===== config.mk =====
export PLATFORM = sky130hd
export DESIGN_NAME = occ_pfc_pwm
export DESIGN_NICKNAME = d
export VERILOG_FILES = /design/src/rtl/occ_pfc_pwm.sv
export SDC_FILE = /design/constraint.sdc
export NUM_CORES = 1
export LEC_CHECK = 0
export BUFFER_PORTS_ARGS = -buffer_cell sky130_fd_sc_hd__buf_4
export CAP_MARGIN = 10
export CORE_ASPECT_RATIO = 1.1
export CORE_MARGIN = 2
export CORE_UTILIZATION = 59
export DETAILED_ROUTE_END_ITERATION = 8
export PLACE_DENSITY = 0.79
export SYNTH_ARGS = -nofsm -noshare
export SYNTH_HDL_FRONTEND = slang
export SYNTH_SLANG_ARGS = --single-unit

===== constraint.sdc =====
create_clock -name clk -period 8.88 [get_ports clk]
set_input_delay 1.332 -clock clk [delete_from_list [all_inputs] [get_ports clk]]
set_output_delay 1.332 -clock clk [all_outputs]
set_load 0.01 [all_outputs]

===== src/rtl/occ_pfc_pwm.sv =====
module occ_pfc_pwm #(
  parameter int W         = 12,
  parameter int PW        = 16,
  parameter int MIN_PER   = 16,
  parameter int K_NUM     = 50,
  parameter int K_SH      = 4,
  parameter int AVG_SH    = 3,
  parameter int DMAX_SH   = 5,
  parameter int BLANK_CYC = 19,
  parameter int PEAK_LIM  = 3000
) (
  input  logic          clk,
  input  logic          rst_n,
  input  logic          en,
  input  logic [W-1:0]  vm,
  input  logic [W-1:0]  isample,
  input  logic [PW-1:0] period,
  output logic          gate,
  output logic          cyc_start
);
  localparam int KW = W + 6;
  localparam int RW = W + PW;
  localparam int AW = W + AVG_SH;

  logic [PW-1:0] cnt, per_q;
  logic [RW-1:0] ramp, lim_q;
  logic [W-1:0]  vm_q;
  logic [AW-1:0] acc;
  logic          armed;

  wire [W-1:0]  iavg  = acc[AW-1:AVG_SH];
  wire          last  = (per_q == '0) || (cnt == per_q - 1'b1);
  wire [PW-1:0] per_c = (period < PW'(MIN_PER)) ? PW'(MIN_PER) : period;
  wire [KW-1:0] ki    = ({6'b0, iavg} * KW'(K_NUM)) >> K_SH;
  wire [KW-1:0] vmx   = {6'b0, vm};
  wire [W-1:0]  num_c = (vmx > ki) ? W'(vmx - ki) : '0;
  wire [RW-1:0] lim_c = {{PW{1'b0}}, num_c} * {{W{1'b0}}, per_c};
  wire [PW-1:0] tmax  = per_q - 1'b1 - (per_q >> DMAX_SH);
  wire          blank = cnt < PW'(BLANK_CYC);
  wire          pk_over = isample > W'(PEAK_LIM);
  wire          pwm_on  = armed && (ramp < lim_q) && (cnt < tmax);

  assign gate      = pwm_on && en && !(pk_over && !blank);
  assign cyc_start = (per_q != '0) && (cnt == '0);

  always_ff @(posedge clk) begin
    if (!rst_n) acc <= '0;
    else        acc <= acc - (acc >> AVG_SH) + {{AVG_SH{1'b0}}, isample};
  end

  always_ff @(posedge clk) begin
    if (!rst_n) begin
      cnt <= '0; per_q <= '0; ramp <= '0; lim_q <= '0; vm_q <= '0; armed <= 1'b0;
    end else if (last) begin
      cnt   <= '0;
      per_q <= per_c;
      ramp  <= '0;
      lim_q <= lim_c;
      vm_q  <= vm;
      armed <= en;
    end else begin
      cnt  <= cnt + 1'b1;
      ramp <= ramp + {{PW{1'b0}}, vm_q};
      if (!en) armed <= 1'b0;
    end
  end

  AST_CNT_IN_RANGE: assert property (@(posedge clk) disable iff (!rst_n)
    (per_q != '0) |-> (cnt < per_q));
  AST_PERIOD_HOLD: assert property (@(posedge clk) disable iff (!rst_n)
    (per_q != '0 && cnt != per_q - 1'b1) |=> $stable(per_q));
  AST_ZERO_VM_IDLE: assert property (@(posedge clk) disable iff (!rst_n)
    (vm_q == '0) |-> !gate);
  AST_TAIL_LOW: assert property (@(posedge clk) disable iff (!rst_n)
    (per_q != '0 && cnt == per_q - 1'b1) |-> !gate);
  AST_EN_CUT: assert property (@(posedge clk) disable iff (!rst_n)
    !en |-> !gate);
  AST_NO_MIDCYCLE_REARM: assert property (@(posedge clk) disable iff (!rst_n)
    (en && !$past(en) && cnt != '0) |-> !gate);
  AST_PEAK_CUT: assert property (@(posedge clk) disable iff (!rst_n)
    (isample > W'(PEAK_LIM) && cnt >= PW'(BLANK_CYC)) |-> !gate);
endmodule


; ---- Word-level counts from Yosys, hierarchy flattened
; Cells that the tools add are included.
; W data, S select, Z words.
[classes]
add_sub_neg = 7
n_mul = 2
n_lt_le_gt_ge = 6
eq_ne = 2
n_mux = 4
bitwise_logic = 1
n_reduce_logical = 13
[op_table]
columns = operator, n
row1 = $logic_not A16 Y1, 2
row2 = $lt A16 B5 Y1 const B, 2
row3 = $add A28 B12 Y28, 1
row4 = $lt A28 B28 Y1, 1
row5 = $mul A12 B16 Y28, 1
row6 = $mul A12 B5 Y17 const B, 1
row7 = $add A16 B1 Y16 const B, 1
row8 = $eq A16 B16 Y1, 1
row9 = $lt A16 B16 Y1, 1
row10 = $mux W16, 1
row11 = $reduce_bool A16 Y1, 1
row12 = $sub A16 B1 Y16 const B, 1
row13 = $sub A16 B11 Y16, 1
row14 = $add A15 B12 Y15, 1
row15 = $sub A15 B12 Y15, 1
row16 = $gt A12 B14 Y1, 1
row17 = $gt A12 B12 Y1 const B, 1
row18 = $mux W12, 1
row19 = $sub A12 B12 Y12, 1
row20 = $logic_and A1 B1 Y1, 6
row21 = $logic_not A1 Y1, 2
row22 = $mux W1, 2
row23 = $ne A2 B1 Y1 const B, 1
row24 = $reduce_or A2 Y1, 1
row25 = 2 further kinds, 2
[word_totals]
register_bits = 116
in_bits = 43
output_inout_bits = 2
elab_cells = 42

; ---- Depth between registers and ports, before layout
[logic_depth]
word_depth = 6
depth_mapped = 41
depth_no_buf = 39

; ---- Worst setup path before layout
; Ideal clock, no wire load.
[synth_timing]
path_kind = flip-flop to flip-flop
startpoint = register acc[6]
endpoint = register lim_q[24]
setup_time_ns = 0.123
arrival_time_ns = 8.935
required_time_ns = 8.757
slack_ns = -0.178
path_stages_with_launch = 39
n_path_buf = 3
synth_period_minus_slack_ns = 9.058
cell_sequence = dfxtp_1 ha_1 ha_1 fa_1 ha_1 nor2b_1 o21ai_0 a21boi_0 o21ai_0 nand2b_1 a21o_1 a21oi_1 xor2_1 ha_1 nand4_1 nor3_1 nor2b_1 mux2i_1 (+3 left out) nand2_1 fa_1 fa_1 fa_1 inv_1 fa_1 inv_1 fa_1 inv_1 ha_1 or3_1 clkbuf_1 o21bai_1 a211o_1 nand3_1 and4b_1 a311oi_1 o22ai_1
[synth_via]
elab_chain_len = 4
word_cells_on_any_way = 5
cone_classes = add/sub: 1 / mul: 2 / order compare: 1 / mux: 1
[synth_lines]
columns = item, line_no
row1 = "start, declared", 28  ; logic [AW-1:0] acc;
row2 = "start signal, assigned", 48  ; else acc <= acc - (acc >> AVG_SH) + {{AVG_SH{1'b0}}, isample};
row3 = $mul A12 B5 Y17 (*), 34  ; wire [KW-1:0] ki = ({6'b0, iavg} * KW'(K_NUM)) >> K_SH;
row4 = $sub A12 B12 Y12 / $gt A12 B14 Y1 (equally long branches), 36  ; wire [W-1:0] num_c = (vmx > ki) ? W'(vmx - ki) : '0;
row5 = $mux W12 (*), 36
row6 = $mul A12 B16 Y28 (*), 37  ; wire [RW-1:0] lim_c = {{PW{1'b0}}, num_c} * {{W{1'b0}}, per_c};
row7 = "end signal, assigned", 58  ; lim_q <= lim_c;
row8 = "end, declared", 26  ; logic [RW-1:0] ramp, lim_q;
; Mark *: on every way between the ends. The rest lies on a longest branch, timed or not.
; A chain may end at the register's enable or synchronous reset.

; ---- Worst setup path in the final report
[layout_timing]
startpoint = register acc[9]
endpoint = register lim_q[24]
; Same word-level chain as after synthesis.

==> metrics <==
Most used DFF post-synth=dfxtp_1; clock latency on the worst-skew pair=0.42 ns; failing checks=setup timing; final worst path period need=between 9 and 10 ns; CP endpoint kind=flip-flop; Max Fanout on Critical Path=7; Post-synth EDFFs=0; cells on worst reg2reg path=39; drt pass-1 iters=8; 1st-iter DRT viols=1,090; slew margin rel.=38.5%; dpl cell area=17,400 um2; GRT Total Usage=30.8%; Synthesis Warnings=0; hold_buf cts=0; Max Slew Vio Count=0; run status=finished with violations; post-route cell area=~19,000 um2; max frequency=110 MHz; Hold Path Cell Cnt=2; number of I/O port buffers=44; hold endpoint=lim_q[14]$_SDFFE_PN0P_; period utilization=103%; vias in the first global route=14,640; DPL Wire Length=32,800 um; #FFs+latches synth=116; vias post-DR=14,253; pre-CTS setup slack=-0.499 ns; initial antenna violation count=0; cells after synthesis=1,929; Mapped Avg Cell Area=between 8 and 9 um2; final setup fails=8; Post-Route WL=45,000 um; H-Tree Depth=4; vias per cell=slightly below 6; remaining antenna violation count=0; row cnt=63; Max-cap violations=0; post-synth top area share=20.4%; Clk pin slew, worst setup/hold paths=around 0.060 ns; filler instances=1,895; # DRC=0; Root Buffer=clkbuf_16; setup ws final=-0.234 ns; reg-to-reg endpoint=lim_q[24]$_SDFFE_PN0P_; clock tree buffer depth=2; grt total ovfl=0; Non-Filler Instances=2,436; Slew @ Worst Pin=a little over 0.9 ns; RR Startpoint=acc[9]$_SDFF_PN0_; final hold vios=0; leading area contributor after synthesis=fa_1; r2r setup slk=-0.23 ns; synth unique cells=71; share of layout cells above drive strength 1=17.6%; asr flop ratio synth=0%; CTS tree=done; syn_nets=roughly 2,300; GP Congestion=just over 0.9; largest net degree at the start of global routing=59; global-route wire length before repair=70,300 um; Critical Path RT=9.13 ns; Setup CP Type=reg -> reg; Die Width=161 um; mapped cell area=15,900 um2; Clock Skew=0.0115 ns; Area contributors post-synth=fa_1, ha_1, dfxtp_1; clk sinks=between 100 and 150; hold path start=lim_q[14]$_SDFFE_PN0P_; DIE HEIGHT=176 um; CTS buffer count=17; HP Class=reg -> reg; startpoint types=flip-flop; Core Box Area=26,700 um2; worst path arrival time=9.36 ns; I/O pins=45; nets=2,473; Routed WL per cell=18.5 um; Layout area overhead=19.2%; DIE AREA=28,300 um2; Seq/Total Area, Yosys=14.6%; CP max-delay cell=fa_1; n_diodes=0; placed insts=around 2,400; Slowest Stage Delay on Critical Path=between 0.5 and 0.6 ns; RSZ-0062 raised after global routing=yes; Initial Utilization=59.6%; Top cell by count, worst path=fa_1
## layout by cell type, fill, tap and decap left out, types with 14 or more instances in the layout
cell type  instances
nor3_1            37
nor2_1           147
xor2_1            50
ha_1             172
nand4_1           22
a21oi_1           49
clkbuf_16         17
fa_1             156
o21ai_0           39
xnor2_1           54
and2_1            49
nand2b_1          17
a21o_1            26
mux2i_1           48
inv_2             18
inv_1            321
buf_6             16
dfxtp_1          111
and4_1            14
nor2b_1           29
and3_1            25
buf_4            171
o21a_1            18
ha_4              25
nand3_1           53
nand2_1          156
## flip-flops by register name, summed over array words and instances, names as in the netlist
| name | cells |
|---|---|
| lim_q | 28 |
| ramp | 28 |
| cnt | 16 |
| per_q | 16 |
| acc | 15 |
| vm_q | 12 |
| armed | 1 |
## how the worst max path moves through the flow
stage                       startpoint                endpoint  cells after the start
floorplan            acc[6]$_SDFF_PN0_  lim_q[24]$_SDFFE_PN0P_                     34
global placement     acc[9]$_SDFF_PN0_  lim_q[24]$_SDFFE_PN0P_                     37
detailed placement   acc[5]$_SDFF_PN0_  lim_q[24]$_SDFFE_PN0P_                     36
CTS                  acc[6]$_SDFF_PN0_  lim_q[24]$_SDFFE_PN0P_                     41
global route        acc[10]$_SDFF_PN0_  lim_q[24]$_SDFFE_PN0P_                     39
finish               acc[9]$_SDFF_PN0_  lim_q[24]$_SDFFE_PN0P_                     39
## Yosys cell counts (all sizes together) (29+ instances only)
cell    count
xnor2      56
and2       51
and3       32
fa        162
dfxtp     116
nand2     163
o21ai      52
a21oi      60
xor2       50
mux2i      49
nor3       45
nor2b      29
ha        202
nand3      59
clkbuf     59
nor2      152
inv       339
## metal layers
| layer | wire length, um | vias up | track usage (%) |
|---|---|---|---|
| met5 | 0 | - | 0 |
| met4 | 2370 | 0 | 14.3 |
| met3 | 2700 | 166 | 3.24 |
| met2 | 22700 | 563 | 56.1 |
| met1 | 17300 | 6924 | 36.5 |
| li1 | - | 6600 | - |
## layout make-up
class	instances	area (um2)	area share (%)
Multi-Input combinational cell	1404	12800	67.5
Sequential cell	116	2340	12.3
Timing Repair Buffer	188	1480	7.82
Inverter	339	1270	6.71
Tap cell	357	447	2.36
Clock buffer	17	425	2.24
Clock inverter	15	195	1.03
## metrics by stage
step | TNS [ns] | utilization, % | hold WS (ns)
6_report | -1.04 | 71.0 | 0.480
5_1_grt | -6.71 | 71.0 | 0.510
4_1_cts | 0 | 68.8 | 0.477
3_5_place_dp | -4.91 | 65.1 | 0.465
3_3_place_gp | -1.33 | 65.1 | 0.459
2_1_floorplan | 0 | - | 0.444
## cell families after synthesis
group | synth area share (%)
AOI/OAI and AO/OA | 9.72
xor gates and xnor gates | 6.12
adders and majority gates | 36.3
buffers and inverters | 9.94
DFF | 14.6
muxes | 3.22
and+or+nand+nor | 20.2
## repair_timing
item / 4_1_cts / 5_1_grt
setup endpoints to repair: 18 / 19
gates cloned: 0 / 2
pin swaps: 41 / 87
resized for setup: 58 / 108
setup buffers: 8 / 18
## worst max-delay path: cells and delay by family, from the launching register on
family | cells | cell delay (ns)
AO/OA/AOI/OAI | 7 | 1.22
XOR/XNOR | 1 | 0.08
adder cells (fa/ha/maj) | 11 | 4.35
buffers and inverters | 9 | 1.00
flip-flops | 1 | 0.37
multiplexers | 1 | 0.25
AND/OR/NAND/NOR | 10 | 1.61
Power is left out: the tool's default activity adds up to more than one toggle a clock period on the data nets, which glitch-free logic cannot reach.
